File: src/rtl/ptmr_pkg.sv
package ptmr_pkg;

  typedef enum logic [1:0] {
    SEL_RELOAD = 2'd0,
    SEL_COUNT  = 2'd1,
    SEL_CTRL   = 2'd2,
    SEL_CAPT   = 2'd3
  } reg_sel_e;

  localparam int CTRL_W = 16;

  // Control word, most significant field first
  typedef struct packed {
    logic [5:0] rsv;
    logic       cflag;
    logic       uflag;
    logic [1:0] capc;
    logic       ien;
    logic [1:0] edg;
    logic [2:0] psc;
  } ctrl_t;

endpackage

File: src/rtl/ptmr_prescale.sv
module ptmr_prescale #(
  parameter int NUM_DIV = 5,
  localparam int PW = 2 * NUM_DIV
) (
  input  logic       clk,
  input  logic       rst_n,
  input  logic       run_i,
  input  logic       restart_i,
  input  logic [2:0] code_i,
  output logic       tick_o
);

  logic [PW-1:0] pre_q, pre_d, lim;
  logic          code_ok, wrap, pre_en;

  // Terminal phase: 4^(code+1) - 1
  always_comb begin
    lim     = '0;
    code_ok = 1'b0;
    for (int i = 0; i < NUM_DIV; i++) begin
      if (code_i == 3'(i)) begin
        lim     = PW'((1 << (2 * (i + 1))) - 1);
        code_ok = 1'b1;
      end
    end
  end

  always_comb begin
    wrap   = run_i & code_ok & (pre_q >= lim);
    tick_o = wrap & ~restart_i;
    pre_en = restart_i | (run_i & code_ok);
    if (restart_i)  pre_d = '0;
    else if (wrap)  pre_d = '0;
    else            pre_d = pre_q + 1'b1;
  end

  always_ff @(posedge clk or negedge rst_n) begin
    if (!rst_n)      pre_q <= '0;
    else if (pre_en) pre_q <= pre_d;
  end

  // stopped channel keeps its prescaler phase
  a_r7_pre_hold: assert property (@(posedge clk) disable iff (!rst_n)
    (!run_i && !restart_i) |=> $stable(pre_q));

  // a count write restarts the phase
  a_r3_phase_restart: assert property (@(posedge clk) disable iff (!rst_n)
    restart_i |=> (pre_q == '0));

endmodule

File: src/rtl/ptmr_count.sv
module ptmr_count #(
  parameter int W = 32
) (
  input  logic         clk,
  input  logic         rst_n,
  input  logic         tick_i,
  input  logic         load_i,
  input  logic [W-1:0] load_val_i,
  input  logic [W-1:0] reload_i,
  output logic [W-1:0] count_o,
  output logic         uflow_o
);

  logic [W-1:0] count_q, count_d;
  logic         at_zero, count_en;

  always_comb begin
    at_zero  = (count_q == '0);
    uflow_o  = tick_i & at_zero & ~load_i;
    count_en = load_i | tick_i;
    if (load_i)       count_d = load_val_i;
    else if (at_zero) count_d = reload_i;
    else              count_d = count_q - 1'b1;
  end

  always_ff @(posedge clk or negedge rst_n) begin
    if (!rst_n)        count_q <= '1;
    else if (count_en) count_q <= count_d;
  end

  assign count_o = count_q;

  // underflow reloads from the constant
  a_r4_reload: assert property (@(posedge clk) disable iff (!rst_n)
    uflow_o |=> (count_q == $past(reload_i)));

  // no tick and no write, no change
  a_r7_count_hold: assert property (@(posedge clk) disable iff (!rst_n)
    (!tick_i && !load_i) |=> $stable(count_q));

  // software write beats a coincident tick
  a_r11_load_wins: assert property (@(posedge clk) disable iff (!rst_n)
    load_i |=> (count_q == $past(load_val_i)));

endmodule

File: src/rtl/ptmr_regs.sv
module ptmr_regs
  import ptmr_pkg::*;
#(
  parameter int W        = 32,
  parameter int NUM_DIV  = 5,
  parameter bit HAS_CAPT = 1'b0,
  parameter bit HAS_EXT  = 1'b0
) (
  input  logic         clk,
  input  logic         rst_n,
  input  logic         sel_i,
  input  logic         wr_i,
  input  logic         rd_i,
  input  logic [1:0]   addr_i,
  input  logic [W-1:0] wdata_i,
  input  logic [W-1:0] count_i,
  input  logic         uflow_i,
  output logic [W-1:0] reload_o,
  output logic [2:0]   psc_o,
  output logic         cnt_load_o,
  output logic [W-1:0] rdata_o,
  output logic         irq_o,
  output logic         err_o
);

  reg_sel_e     rsel;
  ctrl_t        wr_ctrl, ctrl_q, ctrl_store, rd_ctrl;
  logic [W-1:0] reload_q, capt_q;
  logic         flag_q, flag_d, err_q, err_d;
  logic         wr_reload, wr_ctrl_sel, ctrl_bad, ctrl_ok, capt_acc, capt_bad;
  logic         psc_bad, edg_bad, capc_bad, high_bad;

  always_comb begin
    rsel        = reg_sel_e'(addr_i);
    wr_ctrl     = ctrl_t'(wdata_i[CTRL_W-1:0]);
    wr_reload   = sel_i & wr_i & (rsel == SEL_RELOAD);
    cnt_load_o  = sel_i & wr_i & (rsel == SEL_COUNT);
    wr_ctrl_sel = sel_i & wr_i & (rsel == SEL_CTRL);
    capt_acc    = sel_i & (wr_i | rd_i) & (rsel == SEL_CAPT);

    psc_bad  = (wr_ctrl.psc >= 3'(NUM_DIV)) & ~(HAS_EXT & (wr_ctrl.psc >= 3'd6));
    edg_bad  = (wr_ctrl.edg != 2'd0) & ~HAS_EXT;
    capc_bad = (wr_ctrl.capc == 2'd1) |
               (((wr_ctrl.capc != 2'd0) | wr_ctrl.cflag) & ~HAS_CAPT);
    high_bad = (wr_ctrl.rsv != '0) | (wdata_i[W-1:CTRL_W] != '0);
    ctrl_bad = psc_bad | edg_bad | capc_bad | high_bad;

    ctrl_ok  = wr_ctrl_sel & ~ctrl_bad;
    capt_bad = capt_acc & ~HAS_CAPT;
    err_d    = (wr_ctrl_sel & ctrl_bad) | capt_bad;

    ctrl_store       = wr_ctrl;
    ctrl_store.uflag = 1'b0;
    ctrl_store.cflag = 1'b0;

    // Underflow takes priority over a clearing write
    if (uflow_i)                       flag_d = 1'b1;
    else if (ctrl_ok & ~wr_ctrl.uflag) flag_d = 1'b0;
    else                               flag_d = flag_q;
  end

  always_ff @(posedge clk or negedge rst_n) begin
    if (!rst_n)         reload_q <= '1;
    else if (wr_reload) reload_q <= wdata_i;
  end

  always_ff @(posedge clk or negedge rst_n) begin
    if (!rst_n)       ctrl_q <= '0;
    else if (ctrl_ok) ctrl_q <= ctrl_store;
  end

  always_ff @(posedge clk or negedge rst_n) begin
    if (!rst_n) begin
      flag_q <= 1'b0;
      err_q  <= 1'b0;
    end else begin
      flag_q <= flag_d;
      err_q  <= err_d;
    end
  end

  generate
    if (HAS_CAPT) begin : g_capt
      logic capt_wr;
      assign capt_wr = capt_acc & wr_i;
      always_ff @(posedge clk or negedge rst_n) begin
        if (!rst_n)       capt_q <= '0;
        else if (capt_wr) capt_q <= wdata_i;
      end
    end else begin : g_nocapt
      assign capt_q = '0;
    end
  endgenerate

  always_comb begin
    rd_ctrl       = ctrl_q;
    rd_ctrl.uflag = flag_q;
    case (rsel)
      SEL_RELOAD: rdata_o = reload_q;
      SEL_COUNT:  rdata_o = count_i;
      SEL_CTRL:   rdata_o = {{(W-CTRL_W){1'b0}}, rd_ctrl};
      default:    rdata_o = capt_q;
    endcase
  end

  assign reload_o = reload_q;
  assign psc_o    = ctrl_q.psc;
  assign irq_o    = flag_q & ctrl_q.ien;
  assign err_o    = err_q;

  // a rejected control write leaves control untouched
  a_r9_ctrl_ignored: assert property (@(posedge clk) disable iff (!rst_n)
    (wr_ctrl_sel && ctrl_bad) |=> $stable(ctrl_q));

  // and does not clear the flag either
  a_r9_flag_kept: assert property (@(posedge clk) disable iff (!rst_n)
    (wr_ctrl_sel && ctrl_bad && flag_q) |=> flag_q);

  // an underflow always leaves the flag set
  a_r11_set_wins: assert property (@(posedge clk) disable iff (!rst_n)
    uflow_i |=> flag_q);

  // only an underflow can raise the flag
  a_r5_no_soft_set: assert property (@(posedge clk) disable iff (!rst_n)
    $rose(flag_q) |-> $past(uflow_i));

endmodule

File: src/rtl/ptmr_channel.sv
module ptmr_channel #(
  parameter int DATA_W   = 32,
  parameter int NUM_DIV  = 5,
  parameter bit HAS_CAPT = 1'b0,
  parameter bit HAS_EXT  = 1'b0
) (
  input  logic              clk,
  input  logic              rst_n,
  input  logic              run_i,
  input  logic              bus_sel_i,
  input  logic              bus_wr_i,
  input  logic              bus_rd_i,
  input  logic [3:2]        bus_addr_i,
  input  logic [DATA_W-1:0] bus_wdata_i,
  output logic [DATA_W-1:0] bus_rdata_o,
  output logic              irq_o,
  output logic              err_o
);

  logic [1:0]        rst_sync_q;
  logic              rst_sn;
  logic              tick, uflow, cnt_load;
  logic [2:0]        psc;
  logic [DATA_W-1:0] reload, count;

  // Asynchronous assertion, synchronous release
  always_ff @(posedge clk or negedge rst_n) begin
    if (!rst_n) rst_sync_q <= 2'b00;
    else        rst_sync_q <= {rst_sync_q[0], 1'b1};
  end
  assign rst_sn = rst_sync_q[1];

  ptmr_prescale #(.NUM_DIV(NUM_DIV)) u_pre (
    .clk       (clk),
    .rst_n     (rst_sn),
    .run_i     (run_i),
    .restart_i (cnt_load),
    .code_i    (psc),
    .tick_o    (tick)
  );

  ptmr_count #(.W(DATA_W)) u_cnt (
    .clk        (clk),
    .rst_n      (rst_sn),
    .tick_i     (tick),
    .load_i     (cnt_load),
    .load_val_i (bus_wdata_i),
    .reload_i   (reload),
    .count_o    (count),
    .uflow_o    (uflow)
  );

  ptmr_regs #(
    .W        (DATA_W),
    .NUM_DIV  (NUM_DIV),
    .HAS_CAPT (HAS_CAPT),
    .HAS_EXT  (HAS_EXT)
  ) u_regs (
    .clk        (clk),
    .rst_n      (rst_sn),
    .sel_i      (bus_sel_i),
    .wr_i       (bus_wr_i),
    .rd_i       (bus_rd_i),
    .addr_i     (bus_addr_i),
    .wdata_i    (bus_wdata_i),
    .count_i    (count),
    .uflow_i    (uflow),
    .reload_o   (reload),
    .psc_o      (psc),
    .cnt_load_o (cnt_load),
    .rdata_o    (bus_rdata_o),
    .irq_o      (irq_o),
    .err_o      (err_o)
  );

  // a stopped channel never underflows
  a_r7_no_uflow_stopped: assert property (@(posedge clk) disable iff (!rst_sn)
    !run_i |-> !uflow);

endmodule

File: config.mk
export PLATFORM = sky130hd
export DESIGN_NAME = ptmr_channel
export DESIGN_NICKNAME = d
export VERILOG_FILES = /design/src/rtl/ptmr_pkg.sv /design/src/rtl/ptmr_prescale.sv /design/src/rtl/ptmr_count.sv /design/src/rtl/ptmr_regs.sv /design/src/rtl/ptmr_channel.sv
export SDC_FILE = /design/constraint.sdc
export NUM_CORES = 1
export LEC_CHECK = 0
export BUFFER_PORTS_ARGS = -buffer_cell sky130_fd_sc_hd__buf_2
export CAP_MARGIN = 5
export CORE_MARGIN = 2
export CORE_UTILIZATION = 47
export DETAILED_ROUTE_END_ITERATION = 12
export PLACE_DENSITY = 0.73
export REMOVE_ABC_BUFFERS = 1
export SYNTH_ARGS = -nofsm -noshare
export SYNTH_HDL_FRONTEND = slang
export SYNTH_SLANG_ARGS = --single-unit
File: constraint.sdc
create_clock -name clk -period 3.9 [get_ports clk]
set_input_delay 0.78 -clock clk [delete_from_list [all_inputs] [get_ports clk]]
set_output_delay 0.78 -clock clk [all_outputs]
set_load 0.05 [all_outputs]
==> flow_summary.json, run 1 <==
{
  "status": "finished, final reports clean",
  "synth_top_cell_by_area": "dfstp_2",
  "period_needed_ps": 2959,
  "path_class": "reg -> reg",
  "cts.repair.resized": 0,
  "fin_util_pct": 54.27,
  "slew_headroom_pct": 34.49,
  "die_h_um": 113.6,
  "clock_latency_ps": 360,
  "p_leak_nw": 2.750,
  "postCtsSetupBuffers": 0,
  "yosys.area_share.simple_pct": 18.34,
  "synth_edf_count": 0,
  "power_density_nw_per_um2": 662.8,
  "dr_total_vias": 4668,
  "cts-root-buf": "clkbuf_16",
  "core-area_sq_um": 11860,
  "clock-sinks": 92,
  "async_flop_share_pct": 100.0,
  "required_ps": 4180,
  "place_inst": 756,
  "synth_seq_cells": 92,
  "grt_start_max_net_pins": 76,
  "rsz0062_at_grt": "false",
  "h-tree-depth": 3,
  "cts.reportedPaths.clkPinSlew_ps": 70,
  "hpwl_mm": 10.06,
  "end_kind": "register",
  "vias_per_cell": 6.047,
  "ir_drop_v": 0.0002967,
  "synthMuxAreaShare_pct": 13.02,
  "maxCapViolations": 0,
  "synthTopCellsByArea": "dfstp_2, dfrtp_1, mux2_2, mux2i_1, nor2_1",
  "slew_violations": 0,
  "fin_nets": 673,
  "synth_top_area_share_pct": 29.80,
  "yosys_warnings": 0,
  "die_w_um": 113.6,
  "min_path_type": "in -> async",
  "totalWireLength_mm": 14.51,
  "clock_path_buffers": 2,
  "fmax_ghz": 0.3379,
  "grt_pass1_vias": 4579,
  "setup_viol": 0,
  "synthTopCellsByCount": "dfstp_2, nor2_1, nand2_1",
  "setup-tns-final_ps": 0,
  "cts_tree": "done",
  "fin_skew_ps": 10.59,
  "synth_cell_types": 52,
  "pin_count": 74,
  "synth-compound-area-share_pct": 14.55,
  "start_kind": "register",
  "crit_start": "u_regs.psc_o[0]$_DFFE_PN0P_",
  "numCtsBuffers": 9,
  "area_growth_pct": 14.08,
  "first_pass_iters": 5,
  "synth_xor_area_share_pct": 5.277,
  "ant_nets": 0,
  "arrival_ps": 3240,
  "drcViolationCount": 0,
  "row_count": 40,
  "synth-adder-area-share_pct": 2.882,
  "n_antenna_cell": 0,
  "die_area_sq_um": 12900,
  "start_util_pct": 47.57,
  "crit_fanout": 32,
  "worst_slack_ps": 940.6,
  "hold_viol": 0,
  "avgSynthCellArea_sq_um": 9.987,
  "synthFlopType": "dfstp_2",
  "grt_pass1_wl_mm": 23.93,
  "period_share_pct": 75.88,
  "wl_per_cell_um": 18.79,
  "worst_pin_slew_ps": 982.6,
  "netlist_area_sq_um": 5643,
  "hold_buffers": 0,
  "overflow": 0,
  "seq_area_frac_synth_pct": 42.22,
  "grt_antenna_before_repair": 0,
  "grtUsageTotal_pct": 23.48,
  "drive_gt1_share_pct": 34.40,
  "dpl_worst_slack_ps": 973.1,
  "numPortBuffers": 73,
  "first_iter_violations": 269,
  "finalNonFillerCells": 772,
  "synthCells": 565,
  "synth_top_family_by_area": "simple AND/OR/NAND/NOR gates",
  "r2r-start": "u_regs.psc_o[0]$_DFFE_PN0P_",
  "gp_congestion": 0.8676
}
-- metrics by stage --
step           area (sq um)  hold slack (ps)  power [mW]
3_5_place_dp           6112            338.8       3.288
6_report               6437            195.0       4.267
5_1_grt                6437            189.2       4.529
4_1_cts                6437            183.9       4.278
2_1_floorplan          5455            331.2       2.828
3_3_place_gp           6112            340.7       3.236
-- power breakdown --
part / internal [mW] / switching, mW / leakage (nW)
Clock: 0.579 / 0.389 / 0.159
Combinational: 0.640 / 0.907 / 1.54
Sequential: 1.37 / 0.385 / 1.05
-- final timing paths --
path | slack (ps) | cells after the start | endpoint
min in group clk | 360 | 0 | rst_sync_q[1]$_DFF_PN0_
worst min-delay path | 200 | 1 | rst_sync_q[1]$_DFF_PN0_
worst max register to register | 940 | 9 | u_cnt.count_o[11]$_DFFE_PN1P_
max in group asynchronous | 2510 | 1 | u_regs.reload_o[12]$_DFFE_PN1P_
worst max-delay path | 940 | 9 | u_cnt.count_o[11]$_DFFE_PN1P_
worst min register to register | 360 | 0 | rst_sync_q[1]$_DFF_PN0_
-- critical path, cell delays in order (launching register included) --
cell,delay (ps)
dfrtp_1,430
o21ai_0,490
ha_1,340
nand2b_1,150
a21o_1,200
a211o_1,320
o211ai_1,190
buf_4,360
a211oi_1,100
a221o_1,290
-- state kept, by name, summed over array words and instances, names as in the netlist --
register,flops
rst_sync_q,2
u_cnt.count_o,32
u_pre.pre_q,10
u_regs.ctrl_q,11
u_regs.err_o,1
u_regs.flag_q,1
u_regs.psc_o,3
u_regs.reload_o,32
-- placed cells by master, fill, tap and decap left out, drive strengths merged, types with 10 or more instances in the layout --
| cell type | count |
|---|---|
| nand2 | 41 |
| nor3 | 16 |
| nor2 | 64 |
| nand3 | 14 |
| clkbuf | 10 |
| o21ai | 33 |
| xor2 | 17 |
| ha | 13 |
| a211oi | 22 |
| nor4 | 17 |
| mux2i | 34 |
| dfrtp | 28 |
| nand4 | 13 |
| buf | 85 |
| dfstp | 64 |
| a221o | 21 |
| xnor2 | 17 |
| nor2b | 12 |
| mux2 | 35 |
-- layer usage --
| metal | track usage (%) | wire (um) | up-vias | share of wire [%] |
|---|---|---|---|---|
| met3 | 4.091 | 656 | 25 | 4.5 |
| met5 | 0 | 0 | - | 0 |
| met4 | 9.756 | 363 | 0 | 2.5 |
| met2 | 36.97 | 7048 | 143 | 49 |
| met1 | 32.27 | 6437 | 2305 | 44 |
| li1 | - | - | 2195 | - |
-- kinds of logic after synthesis --
family          Yosys count
buf+inv                  46
mux                      69
compound gates          114
flops                    92
other cells               1
fa+ha+maj                13
simple gates            196
xor+xnor                 34
-- layout make-up --
| type | count | area [sq um] |
|---|---|---|
| fill | 1076 | 5424 |
| multi-input combinational | 427 | 3068 |
| sequential | 92 | 2386 |
| timing repair buffer | 85 | 455.4 |
| clock buffer | 10 | 239.0 |
| tap | 147 | 183.9 |
| clock inverter | 6 | 86.33 |
| inverter | 5 | 18.77 |
No activity file was read; power rests on OpenSTA's default activity.
==> run 2, diff against run 1 <==
==> constraint.sdc (replaced) <==
create_clock -name clk -period 2.9 [get_ports clk]
set_input_delay 0.58 -clock clk [delete_from_list [all_inputs] [get_ports clk]]
set_output_delay 0.58 -clock clk [all_outputs]
set_load 0.05 [all_outputs]
==> flow_summary.json, run 2 (synthesis results as in run 1) <==
{
  "status": "finished, final reports clean",
  "grtUsageTotal_pct": 23.15,
  "worst_slack_ps": 148.9,
  "end_kind": "register",
  "fin_util_pct": 55.12,
  "grt_pass1_vias": 4665,
  "maxCapViolations": 0,
  "wl_per_cell_um": 18.51,
  "finalPower_mw": 5.738,
  "setup_viol": 0,
  "totalWireLength_mm": 14.51,
  "vias_per_cell": 6.009,
  "drive_gt1_share_pct": 35.48,
  "fillCellCount": 1020,
  "drcViolationCount": 0,
  "final_common_cell": "buf_2",
  "required_ps": 3180,
  "cts_tree": "done",
  "cts.reportedPaths.clkPinSlew_ps": 60,
  "grt_start_max_net_pins": 67,
  "grt_antenna_before_repair": 0,
  "r2r_end": "u_cnt.count_o[26]$_DFFE_PN1P_",
  "fmax_ghz": 0.3635,
  "first_pass_iters": 6,
  "ant_nets": 0,
  "area_growth_pct": 15.85,
  "reg2reg_depth": 10,
  "numCtsBuffers": 9,
  "die_area_sq_um": 12900,
  "cp-endpoint": "u_cnt.count_o[26]$_DFFE_PN1P_",
  "postCtsSetupBuffers": 0,
  "setup-tns-final_ps": 0,
  "r2r-start": "u_regs.psc_o[0]$_DFFE_PN0P_",
  "slew_violations": 0,
  "period_needed_ps": 2751,
  "clock-sinks": 92,
  "ir_drop_v": 0.0005102,
  "cts-root-buf": "clkbuf_16",
  "hpwl_mm": 10.15,
  "hold_viol": 0,
  "n_antenna_cell": 0,
  "layout_common_cells": "buf_2, nor2_1, dfstp_2",
  "clock_path_buffers": 2,
  "core-area_sq_um": 11860,
  "fin_nets": 685,
  "place_inst": 767,
  "first_iter_violations": 255,
  "overflow": 0,
  "dpl_worst_slack_ps": 219.0,
  "worst_pin_slew_ps": 882.4,
  "pin_count": 74,
  "finalNonFillerCells": 784,
  "slew_headroom_pct": 41.17,
  "power_density_nw_per_um2": 877.7,
  "p_leak_nw": 2.810,
  "row_count": 40,
  "die_h_um": 113.6,
  "period_share_pct": 94.87,
  "start_util_pct": 47.57,
  "dr_total_vias": 4711,
  "clock_latency_ps": 350,
  "min_path_type": "reg -> reg",
  "multi_input_area_sq_um": 3072,
  "h-tree-depth": 3,
  "rsz0062_at_grt": "false",
  "crit_start": "u_regs.psc_o[0]$_DFFE_PN0P_",
  "r2r_slack_ps": 150,
  "crit_fanout": 32,
  "stdcell_area_sq_um": 6538,
  "hold_slack_ps": 347.4,
  "start_kind": "register",
  "gp_congestion": 0.8848,
  "die_w_um": 113.6,
  "post_dp_cell_area_sq_um": 6220,
  "numPortBuffers": 73,
  "path_class": "reg -> reg",
  "arrival_ps": 3030,
  "grt_pass1_wl_mm": 23.67,
  "fin_skew_ps": 7.496,
  "final-seq-area_sq_um": 2386
}
run 2: cell count changes in the layout (fill, tap and decap cells not counted), sizes merged:
cell	previous run	this run
bufinv	2	1
buf	85	96
dlygate4sd3	0	1
clkbuf	10	12
inv	6	5
run 2: worst min-delay path by stage:
stage | depth (start not counted) | to | from | slack, ps
6_report | 0 | rst_sync_q[1]$_DFF_PN0_ | rst_sync_q[0]$_DFF_PN0_ | 350
4_1_cts | 0 | rst_sync_q[1]$_DFF_PN0_ | rst_sync_q[0]$_DFF_PN0_ | 350
3_5_place_dp | 0 | rst_sync_q[1]$_DFF_PN0_ | rst_sync_q[0]$_DFF_PN0_ | 330
2_1_floorplan | 0 | rst_sync_q[0]$_DFF_PN0_ | rst_n | 280
3_3_place_gp | 0 | rst_sync_q[1]$_DFF_PN0_ | rst_sync_q[0]$_DFF_PN0_ | 340
5_1_grt | 0 | rst_sync_q[1]$_DFF_PN0_ | rst_sync_q[0]$_DFF_PN0_ | 350
run 2: repair_timing:
action | in CTS | in global routing
setup endpoints to repair | 0 | 1
resized for setup | 0 | 1
hold endpoints to repair | 2 | 0
hold buffers | 1 | 0
run 2: cell type report:
cell class                 count  area share [%]
clock buffer                  12           3.923
clock inverter                 4          0.7273
inverter                       5          0.2871
multi-input combinational    427           46.99
sequential                    92           36.50
tap                          147           2.813
timing repair buffer          97           8.766
run 2: where the power goes:
group          switching [mW]  internal, mW
Sequential              0.519          1.84
Clock                   0.489         0.712
Combinational            1.24         0.941
Total                    2.25          3.49
run 2: layer usage:
metal,up-vias,global-route usage (%),part of all wire [%]
li1,2215,-,-
met1,2328,30.33,44
met2,145,38.28,50
met3,23,5.473,4.5
met4,0,7.154,2.1
met5,-,0,0
run 2: critical path, stage by stage, from the launching register on:
cell      delay (ps)
dfrtp_1          410
o21ai_0          370
buf_4            210
inv_1             40
ha_1             260
a21o_1           170
a211o_1          320
o211ai_1         300
buf_12           240
a211oi_1          70
a221o_1          280
